[config.mk]
export PLATFORM = sky130hd
export DESIGN_NAME = nvsram_pwr_seq
export DESIGN_NICKNAME = d
export VERILOG_FILES = /design/src/rtl/nvseq_pkg.sv /design/src/rtl/nvseq_timer.sv /design/src/rtl/nvseq_flags.sv /design/src/rtl/nvseq_fsm.sv /design/src/rtl/nvsram_pwr_seq.sv
export SDC_FILE = /design/constraint.sdc
export NUM_CORES = 1
export LEC_CHECK = 0
export BUFFER_PORTS_ARGS = -buffer_cell sky130_fd_sc_hd__buf_2
export CAP_MARGIN = 20
export CORE_ASPECT_RATIO = 0.8
export CORE_MARGIN = 10
export CORE_UTILIZATION = 40
export DETAILED_ROUTE_END_ITERATION = 7
export RECOVER_POWER = 100
export SYNTH_ARGS = -nofsm -noshare
export SYNTH_HDL_FRONTEND = slang
export SYNTH_HIERARCHICAL = 1
export SYNTH_SLANG_ARGS = --single-unit
[constraint.sdc]
create_clock -name clk -period 2.5 [get_ports clk]
set_input_delay 0.5 -clock clk [delete_from_list [all_inputs] [get_ports clk]]
set_output_delay 0.5 -clock clk [all_outputs]
set_load 0.01 [all_outputs]
[src/rtl/nvseq_pkg.sv]
package nvseq_pkg;
   typedef enum logic [2:0] {
      ST_IDLE    = 3'd0,
      ST_ERASE   = 3'd1,
      ST_PROG    = 3'd2,
      ST_RESTORE = 3'd3,
      ST_PWAIT   = 3'd4
   } nvseq_state_e;
endpackage

[src/rtl/nvseq_timer.sv]
module nvseq_timer #(
   parameter int CW = 4
) (
   input  logic          clk,
   input  logic          rst_n,
   input  logic          restart_i,
   input  logic [CW-1:0] dur_i,
   output logic          last_o
);
   localparam logic [CW-1:0] CMAX = {CW{1'b1}};
   logic [CW-1:0] cnt_q;

   always_ff @(posedge clk or negedge rst_n) begin
      if (!rst_n)          cnt_q <= '0;
      else if (restart_i)  cnt_q <= '0;
      else if (cnt_q != CMAX) cnt_q <= cnt_q + 1'b1;
   end

   assign last_o = (cnt_q == dur_i - 1'b1);
endmodule

[src/rtl/nvseq_flags.sv]
module nvseq_flags (
   input  logic clk,
   input  logic rst_n,
   input  logic wr_i,
   input  logic busy_i,
   input  logic vlow_reset_i,
   input  logic save_done_i,
   input  logic restore_done_i,
   output logic dirty_o,
   output logic pend_o
);
   always_ff @(posedge clk or negedge rst_n) begin
      if (!rst_n)                         dirty_o <= 1'b0;
      else if (save_done_i || restore_done_i) dirty_o <= 1'b0;
      else if (wr_i && !busy_i)           dirty_o <= 1'b1;
   end

   always_ff @(posedge clk or negedge rst_n) begin
      if (!rst_n)              pend_o <= 1'b1;
      else if (vlow_reset_i)   pend_o <= 1'b1;
      else if (restore_done_i) pend_o <= 1'b0;
   end
endmodule

[src/rtl/nvseq_fsm.sv]
module nvseq_fsm
   import nvseq_pkg::*;
#(
   parameter int CW          = 4,
   parameter int ERASE_CYC   = 3,
   parameter int PROG_CYC    = 4,
   parameter int RESTORE_CYC = 5
) (
   input  logic          clk,
   input  logic          rst_n,
   input  logic          vlow_sw_i,
   input  logic          sw_req_i,
   input  logic          dirty_i,
   input  logic          pend_i,
   input  logic          last_i,
   output logic          restart_o,
   output logic [CW-1:0] dur_o,
   output logic          save_done_o,
   output logic          restore_done_o,
   output nvseq_state_e  state_o,
   output logic          erase_go_o,
   output logic          prog_go_o,
   output logic          restore_go_o
);
   nvseq_state_e state_q, state_d;

   always_comb begin
      state_d = state_q;
      unique case (state_q)
         ST_IDLE: begin
            if (vlow_sw_i)     state_d = dirty_i ? ST_ERASE : ST_PWAIT;
            else if (sw_req_i) state_d = ST_ERASE;
         end
         ST_ERASE:   if (last_i) state_d = ST_PROG;
         ST_PROG:    if (last_i) state_d = vlow_sw_i ? ST_PWAIT : ST_IDLE;
         ST_RESTORE: begin
            if (vlow_sw_i)   state_d = ST_PWAIT;
            else if (last_i) state_d = ST_IDLE;
         end
         ST_PWAIT:   if (!vlow_sw_i) state_d = pend_i ? ST_RESTORE : ST_IDLE;
         default:    state_d = ST_PWAIT;
      endcase
   end

   always_comb begin
      unique case (state_q)
         ST_ERASE:   dur_o = CW'(ERASE_CYC);
         ST_PROG:    dur_o = CW'(PROG_CYC);
         default:    dur_o = CW'(RESTORE_CYC);
      endcase
   end

   assign restart_o      = (state_d != state_q);
   assign save_done_o    = (state_q == ST_PROG) && last_i;
   assign restore_done_o = (state_q == ST_RESTORE) && last_i && !vlow_sw_i;

   always_ff @(posedge clk or negedge rst_n) begin
      if (!rst_n) begin
         state_q      <= ST_PWAIT;
         erase_go_o   <= 1'b0;
         prog_go_o    <= 1'b0;
         restore_go_o <= 1'b0;
      end else begin
         state_q      <= state_d;
         erase_go_o   <= restart_o && (state_d == ST_ERASE);
         prog_go_o    <= restart_o && (state_d == ST_PROG);
         restore_go_o <= restart_o && (state_d == ST_RESTORE);
      end
   end

   assign state_o = state_q;
endmodule

[src/rtl/nvsram_pwr_seq.sv]
module nvsram_pwr_seq
   import nvseq_pkg::*;
#(
   parameter int CLK_NS      = 10,
   parameter int SAVE_LAT_NS = 500,
   parameter int ERASE_CYC   = 3,
   parameter int PROG_CYC    = 4,
   parameter int RESTORE_CYC = 5,
   parameter bit SW_SAVE_EN  = 1'b1
) (
   input  logic       clk,
   input  logic       rst_n,
   input  logic       vlow_switch_i,
   input  logic       vlow_reset_i,
   input  logic       wr_done_i,
   input  logic       sw_save_i,
   output logic       busy_o,
   output logic [2:0] state_o,
   output logic       erase_go_o,
   output logic       prog_go_o,
   output logic       restore_go_o
);
   localparam int SAVE_LAT_CYC = SAVE_LAT_NS / CLK_NS;
   localparam int MAX_DUR = (ERASE_CYC > PROG_CYC)
                            ? ((ERASE_CYC > RESTORE_CYC) ? ERASE_CYC : RESTORE_CYC)
                            : ((PROG_CYC > RESTORE_CYC) ? PROG_CYC : RESTORE_CYC);
   localparam int CW = $clog2(MAX_DUR + 1);

   if (ERASE_CYC < 1 || PROG_CYC < 1 || RESTORE_CYC < 1) begin : g_bad_dur
      $error("phase durations must be at least one cycle");
   end
   if (SAVE_LAT_CYC < 1) begin : g_bad_lat
      $error("save latency bound shorter than one clock period");
   end

   logic sw_req;
   if (SW_SAVE_EN) begin : g_sw_on
      assign sw_req = sw_save_i;
   end else begin : g_sw_off
      logic sw_unused;
      assign sw_unused = sw_save_i;
      assign sw_req    = 1'b0;
   end

   logic          dirty_w, pend_w, last_w, restart_w, save_done_w, restore_done_w;
   logic [CW-1:0] dur_w;
   nvseq_state_e  state_w;

   nvseq_flags u_flags (
      .clk            (clk),
      .rst_n          (rst_n),
      .wr_i           (wr_done_i),
      .busy_i         (busy_o),
      .vlow_reset_i   (vlow_reset_i),
      .save_done_i    (save_done_w),
      .restore_done_i (restore_done_w),
      .dirty_o        (dirty_w),
      .pend_o         (pend_w)
   );

   nvseq_timer #(.CW(CW)) u_timer (
      .clk       (clk),
      .rst_n     (rst_n),
      .restart_i (restart_w),
      .dur_i     (dur_w),
      .last_o    (last_w)
   );

   nvseq_fsm #(
      .CW(CW), .ERASE_CYC(ERASE_CYC), .PROG_CYC(PROG_CYC), .RESTORE_CYC(RESTORE_CYC)
   ) u_fsm (
      .clk            (clk),
      .rst_n          (rst_n),
      .vlow_sw_i      (vlow_switch_i),
      .sw_req_i       (sw_req && !busy_o),
      .dirty_i        (dirty_w),
      .pend_i         (pend_w),
      .last_i         (last_w),
      .restart_o      (restart_w),
      .dur_o          (dur_w),
      .save_done_o    (save_done_w),
      .restore_done_o (restore_done_w),
      .state_o        (state_w),
      .erase_go_o     (erase_go_o),
      .prog_go_o      (prog_go_o),
      .restore_go_o   (restore_go_o)
   );

   assign state_o = state_w;
   assign busy_o  = (state_w != ST_IDLE);
endmodule

### Yosys cells after proc, flatten, opt, wreduce, memory -nomap -nowiden

Index checks and enable logic that the tools add are counted.

* flip-flop bits (word level): 11
* bits of input ports: 6
* output and inout bits: 7
* word-level logic and storage cells: 53

* add/sub/neg operators: 2
* equal/unequal tests: 10
* muxes and demuxes: 18
* reductions and logical operators: 16

Operators by type and width (count)
* $mux W3: 11
* $pmux W3 S5: 1
* $eq A3 B2 Y1 const B: 4
* $logic_and A1 B1 Y1: 8
* $eq A3 B1 Y1 const B: 2
* $pmux W3 S2: 1
* $reduce_bool A2 Y1: 3
* $mux W1: 4
* $add A3 B1 Y3 const B: 1
* $eq A3 B3 Y1: 1
* $eq A3 B3 Y1 const B: 1
* $logic_not A3 Y1: 1
* $ne A3 B3 Y1: 1
* $ne A3 B3 Y1 const B: 1
* $reduce_bool A3 Y1: 1
* $sub A3 B1 Y3 const B: 1
* $logic_not A1 Y1: 2
* $mux W2: 1
* $logic_or A1 B1 Y1: 1

### Longest topological paths before layout

* depth after elaboration: 9
* gate-level depth with buffers: 11
* mapped depth without buffers: 10

### Hierarchy

The synthesis kept the hierarchy.

By module, submodules not included
* nvseq_fsm: times used 1, cells each 47, area an instance 420.4 um^2, seq. area each 151.4 um^2
* nvseq_timer: times used 1, cells each 18, area an instance 211.5 um^2, seq. area each 75.1 um^2
* nvseq_flags: times used 1, cells each 7, area an instance 87.6 um^2, seq. area each 51.3 um^2
* nvsram_pwr_seq: times used 1, cells each 2, area an instance 15.0 um^2, seq. area each 0.0 um^2

### Least setup slack after synthesis

No wires, ideal clock.

* path kind: register to register
* start: register u_fsm.state_q[2], in the netlist u_fsm/state_o[2]
* end: register u_flags.pend_o
* library setup time: 77 ps
* arrival time: 2341 ps
* required time: 2423 ps
* setup slack: 82 ps
* stages on the path, launching flop included: 12
* buffers on the path: 1
* period minus slack after synthesis: 2418 ps
* path through: dfstp_2 > buf_6 > nand2b_1 > nand2b_1 > inv_1 > ha_1 > xnor2_1 > nor3_2 > nand2_1 > nor3_1 > inv_1 > a21o_1

* cells in the longest elaborated chain, start to end: 7
* elaborated cells on any way between the ends: 9
* those cells by class: add/sub (1); eq/ne (4); mux (1); reduce/logical (3)

Ends and longest elaborated chain
* start, declared: line nvseq_fsm.sv:25 `nvseq_state_e state_q, state_d;`
* start signal, assigned: line nvseq_fsm.sv:64 `state_q <= state_d;`
* $eq A3 B2 Y1 or $eq A3 B1 Y1 (tied branches): line nvseq_fsm.sv:46 `unique case (state_q)`
* $pmux W3 S2 *: line nvseq_fsm.sv:46
* named net dur_w[0]: line nvsram_pwr_seq.sv:46 `logic [CW-1:0] dur_w;`
* $sub A3 B1 Y3 *: line nvseq_timer.sv:19 `assign last_o = (cnt_q == dur_i - 1'b1);`
* $eq A3 B3 Y1 *: line nvseq_timer.sv:19
* named net last_w: line nvsram_pwr_seq.sv:45 `logic dirty_w, pend_w, last_w, restart_w, save_done_w, restore_done_w;`
* $logic_and A1 B1 Y1 * (2 in series): line nvseq_fsm.sv:55 `assign restore_done_o = (state_q == ST_RESTORE) && last_i && !vlow_sw_i;`
* named net restore_done_w: line nvsram_pwr_seq.sv:45
* $reduce_bool A2 Y1 (no line) *
* end signal, assigned: line nvseq_flags.sv:19 `if (!rst_n) pend_o <= 1'b1;`
* end signal, assigned: line nvseq_flags.sv:20 `else if (vlow_reset_i) pend_o <= 1'b1;`
* end signal, assigned: line nvseq_flags.sv:21 `else if (restore_done_i) pend_o <= 1'b0;`
* end, declared: line nvseq_flags.sv:10 `output logic pend_o`

The timed path passes the listed nets; every way through them passes the cells marked *.
A chain may end at the register's enable or synchronous reset.

### Worst setup path after layout

* start: register u_fsm.state_q[2], in the netlist u_fsm/state_o[2]
* end: register u_timer.cnt_q[2]

* cells in the longest elaborated chain, start to end: 9
* elaborated cells on any way between the ends: 22
* those cells by class: add/sub (1); eq/ne (6); mux (10); reduce/logical (5)

Ends and longest elaborated chain
* $eq A3 B2 Y1 or $eq A3 B1 Y1 (tied branches): line nvseq_fsm.sv:46
* $pmux W3 S2 *: line nvseq_fsm.sv:46
* named net dur_w[0]: line nvsram_pwr_seq.sv:46
* $sub A3 B1 Y3 *: line nvseq_timer.sv:19
* $eq A3 B3 Y1 *: line nvseq_timer.sv:19
* named net last_w: line nvsram_pwr_seq.sv:45
* $mux W3: line nvseq_fsm.sv:38 `else if (last_i) state_d = ST_IDLE;`
* $mux W3: line nvseq_fsm.sv:37 `if (vlow_sw_i) state_d = ST_PWAIT;`
* $pmux W3 S5 *: line nvseq_fsm.sv:29 `unique case (state_q)`
* $ne A3 B3 Y1 *: line nvseq_fsm.sv:53 `assign restart_o = (state_d != state_q);`
* named net restart_w: line nvsram_pwr_seq.sv:45
* $mux W3 or $reduce_bool A2 Y1 (tied branches)
* end signal, assigned: line nvseq_timer.sv:16 `else if (cnt_q != CMAX) cnt_q <= cnt_q + 1'b1;`
* end, declared: line nvseq_timer.sv:11 `logic [CW-1:0] cnt_q;`

Marked as above.

==> results.json <==
{
  "outcome": "complete, no violations",
  "total_power_mw": 1.03,
  "min_period_ns": 2.29,
  "setup_viol": 0,
  "gr-usage-all-layers_pct": 8.70,
  "grt.overflow.total": 0,
  "post_synth_inst_count": 74,
  "synth_compound_area_share_pct": 16.0,
  "design.die.area_um2": 3960,
  "yosys.area_share.adder_pct": 5.11,
  "syn-num-nets": 83,
  "critical-path-slowest-cell": "sky130_fd_sc_hd__dfstp_2",
  "xor_and_xnor_fraction_of_the_mapped_netlist_area_pct": 6.81,
  "critical-path-max-stage-delay_ns": 0.55,
  "post_synth_and_or_nand_nor_area_fraction_pct": 22.7,
  "hold_path_class": "in2async",
  "die_width_um": 67.9,
  "route.detailed.drc": 0,
  "async_reset_ff_share_pct": 100,
  "synth_warnings": 6,
  "setup_slack_ns": 0.209,
  "post-place-ws_ns": 0.125,
  "timing_max_transition_violations_final": 0,
  "die_y_um": 58.3,
  "number_of_clock_buffers_inserted_by_tritoncts": 3,
  "synth_mux_area_share_pct": 4.09,
  "avgSynthCellArea_um2": 9.93,
  "synth_seq_cells": 11,
  "critPathKind": "reg2reg",
  "floorplan.io_pins": 13,
  "synth_largest_area_cell": "sky130_fd_sc_hd__dfrtp_1",
  "regToRegStartpoint": "u_fsm/state_o[2]",
  "area.growth.synth_to_final_pct": 16.2,
  "fillerInstances": 179,
  "synth_top_flop_cell": "sky130_fd_sc_hd__dfrtp_1",
  "number_of_nets_with_antenna_violations_after_routing": 0,
  "r2r_cells": 10,
  "rows": 13,
  "final_min_period_over_clock_period_pct": 91.6,
  "place_hpwl_mm": 1.21,
  "worst-slew-pin-transition_ns": 0.610,
  "grt_pass1_vias": 557,
  "path_max_fanout": 8,
  "post_synth_main_area_contributors": "sky130_fd_sc_hd__dfrtp_1, sky130_fd_sc_hd__dfstp_2, sky130_fd_sc_hd__ha_1",
  "instances_no_fill": 113,
  "crit_required_ns": 2.69,
  "layout.cells.most_common_list": "sky130_fd_sc_hd__clkbuf_1, sky130_fd_sc_hd__dfrtp_1, sky130_fd_sc_hd__nor2_1",
  "worst_skew_pair.late_latency_ns": 0.27,
  "post_synth_instance_area_um2": 734,
  "cts_root_buffer": "sky130_fd_sc_hd__clkbuf_4",
  "sequential_cell_area_um2": 278,
  "tritoncts": "done",
  "power_leakage_nw": 0.374,
  "grt_setup_unrepaired": "no",
  "timing.final.hold_violations": 0,
  "fin_area_um2": 853,
  "cts.path.max_buffers": 2,
  "initial_core_util_pct": 43.8,
  "combinational_family_with_the_most_area_after_synthesis": "simple AND/OR/NAND/NOR gates",
  "slew-limit-headroom_pct": 59.3,
  "start_kind": "register",
  "fin_hold_ws_ns": 0.211,
  "ctsHtreeMaxLevel": 1,
  "core-area_um2": 1680,
  "placed_cells_incl_taps": 109,
  "final_layout_size_suffix_gt1_share_pct": 19.8,
  "synth_sequential_area_ratio_pct": 37.8,
  "cap_violations": 0,
  "finalSetupTns_ns": 0,
  "clk_transition_reported_paths_ns": 0.07,
  "power.ir.vdd_worst_mv": 0.570,
  "number_of_library_cell_types_mapped_by_synthesis": 34,
  "first_iter_violations": 13,
  "dr_total_vias": 586,
  "grt_pass1_wl_mm": 2.68,
  "placedInstanceArea_um2": 827,
  "fmaxAchievable_ghz": 0.436,
  "drt-wirelength-per-cell_um": 14.0,
  "postLayoutCoreUtil_pct": 50.9,
  "synth_edf_count": 0,
  "top_family_by_delay_on_critical_path": "compound AO/OA/AOI/OAI gates",
  "timing.critical_path.buf_inv": 1,
  "routed_via_density": 5.19,
  "final_common_cell": "sky130_fd_sc_hd__clkbuf_1",
  "clkSinkCount": 11,
  "fin_clk_skew_ns": 0.00748,
  "grt_max_degree": 16,
  "power_density_of_the_placed_cells_nw_per_um2": 1200,
  "critical_path.cell_chain": "nand2b_1 -> nand2b_1 -> inv_1 -> ha_1 -> xnor2_2 -> nor3_4 -> o21ai_0 -> o21ai_0 -> a2111o_1 -> nor2_1",
  "synth_top_cell_area_share_pct": 30.7,
  "port_buffers": 12,
  "number_of_iterations_in_the_first_detailed_routing_pass": 4,
  "postRouteWirelength_mm": 1.58,
  "kind_of_end_point_of_the_critical_path": "register",
  "endpoint_of_the_most_critical_register_to_register_path": "u_timer/cnt_q[2]",
  "regToRegSetupSlack_ns": 0.21,
  "finish.net_count": 101,
  "antenna_found_initial": 0,
  "antennaDiodeCount": 0,
  "multi_input_area_um2": 420,
  "place_congestion": 0.844,
  "arrival_ns": 2.49
}
[worst max-delay path by stage]
stage	from	to	slack [ns]	cells past startpoint
2_1_floorplan	u_fsm/state_o[2]	u_flags/pend_o	0.08	11
3_3_place_gp	u_fsm/state_o[2]	u_flags/dirty_o	0.23	10
3_5_place_dp	u_fsm/state_o[2]	u_flags/dirty_o	0.12	10
4_1_cts	u_fsm/state_o[2]	u_flags/dirty_o	0.10	10
5_1_grt	u_fsm/state_o[2]	u_flags/pend_o	0.01	10
6_report	u_fsm/state_o[2]	u_timer/cnt_q[2]	0.21	10
[cell usage after synthesis, types with 2 or more instances]
master,count
sky130_fd_sc_hd__dfrtp_1,9
sky130_fd_sc_hd__nor2_1,7
sky130_fd_sc_hd__inv_1,6
sky130_fd_sc_hd__nand2b_1,6
sky130_fd_sc_hd__a21oi_1,3
sky130_fd_sc_hd__ha_1,3
sky130_fd_sc_hd__mux2i_1,3
sky130_fd_sc_hd__nor3_1,3
sky130_fd_sc_hd__buf_6,2
sky130_fd_sc_hd__dfstp_2,2
sky130_fd_sc_hd__nand2_1,2
sky130_fd_sc_hd__nand3b_1,2
sky130_fd_sc_hd__o21a_1,2
sky130_fd_sc_hd__o21ai_0,2
sky130_fd_sc_hd__o22ai_1,2
sky130_fd_sc_hd__xnor2_1,2
[metal layers]
layer / up-vias / part of all wire [%] / global-route usage (%)
li1: 298 / - / -
met3: 2 / 5.8 / 4.16
met4: 0 / 0.95 / 2.58
met5: - / 0 / 0
met1: 276 / 48 / 11.0
met2: 10 / 45 / 12.7
[logic make-up after synthesis]
family / count (synthesis)
compound gates: 16
xor+xnor: 4
fa+ha+maj: 3
buf+inv: 10
flops: 11
mux: 3
simple gates: 27
[power by group]
| part | total [mW] | internal (mW) | switching [mW] | leakage [nW] |
|---|---|---|---|---|
| clock network | 0.118 | 0.0617 | 0.0568 | 0.0150 |
| logic | 0.622 | 0.274 | 0.348 | 0.222 |
| registers | 0.286 | 0.241 | 0.0450 | 0.136 |
[state kept, by name, indices dropped and copies added, names as in the netlist]
name	cells
u_flags/dirty_o	1
u_timer/cnt_q	3
u_fsm/restore_go_o	1
u_fsm/erase_go_o	1
u_fsm/state_o	3
u_flags/pend_o	1
u_fsm/prog_go_o	1
[layout make-up]
| type | instances | share of cell area [%] |
|---|---|---|
| sequential | 11 | 32.6 |
| timing repair buffer | 17 | 9.24 |
| multi-input combinational | 53 | 49.3 |
| tap | 22 | 3.23 |
| inverter | 6 | 2.64 |
| clock buffer | 4 | 3.08 |
[repair_timing]
action                                 in CTS  in global routing
endpoints found under the hold margin       0                  0
setup endpoints to repair                   0                  6
setup buffers                               0                  0
hold buffers                                0                  0
resized for setup                           0                  3
No activity file was read; power rests on OpenSTA's default activity.
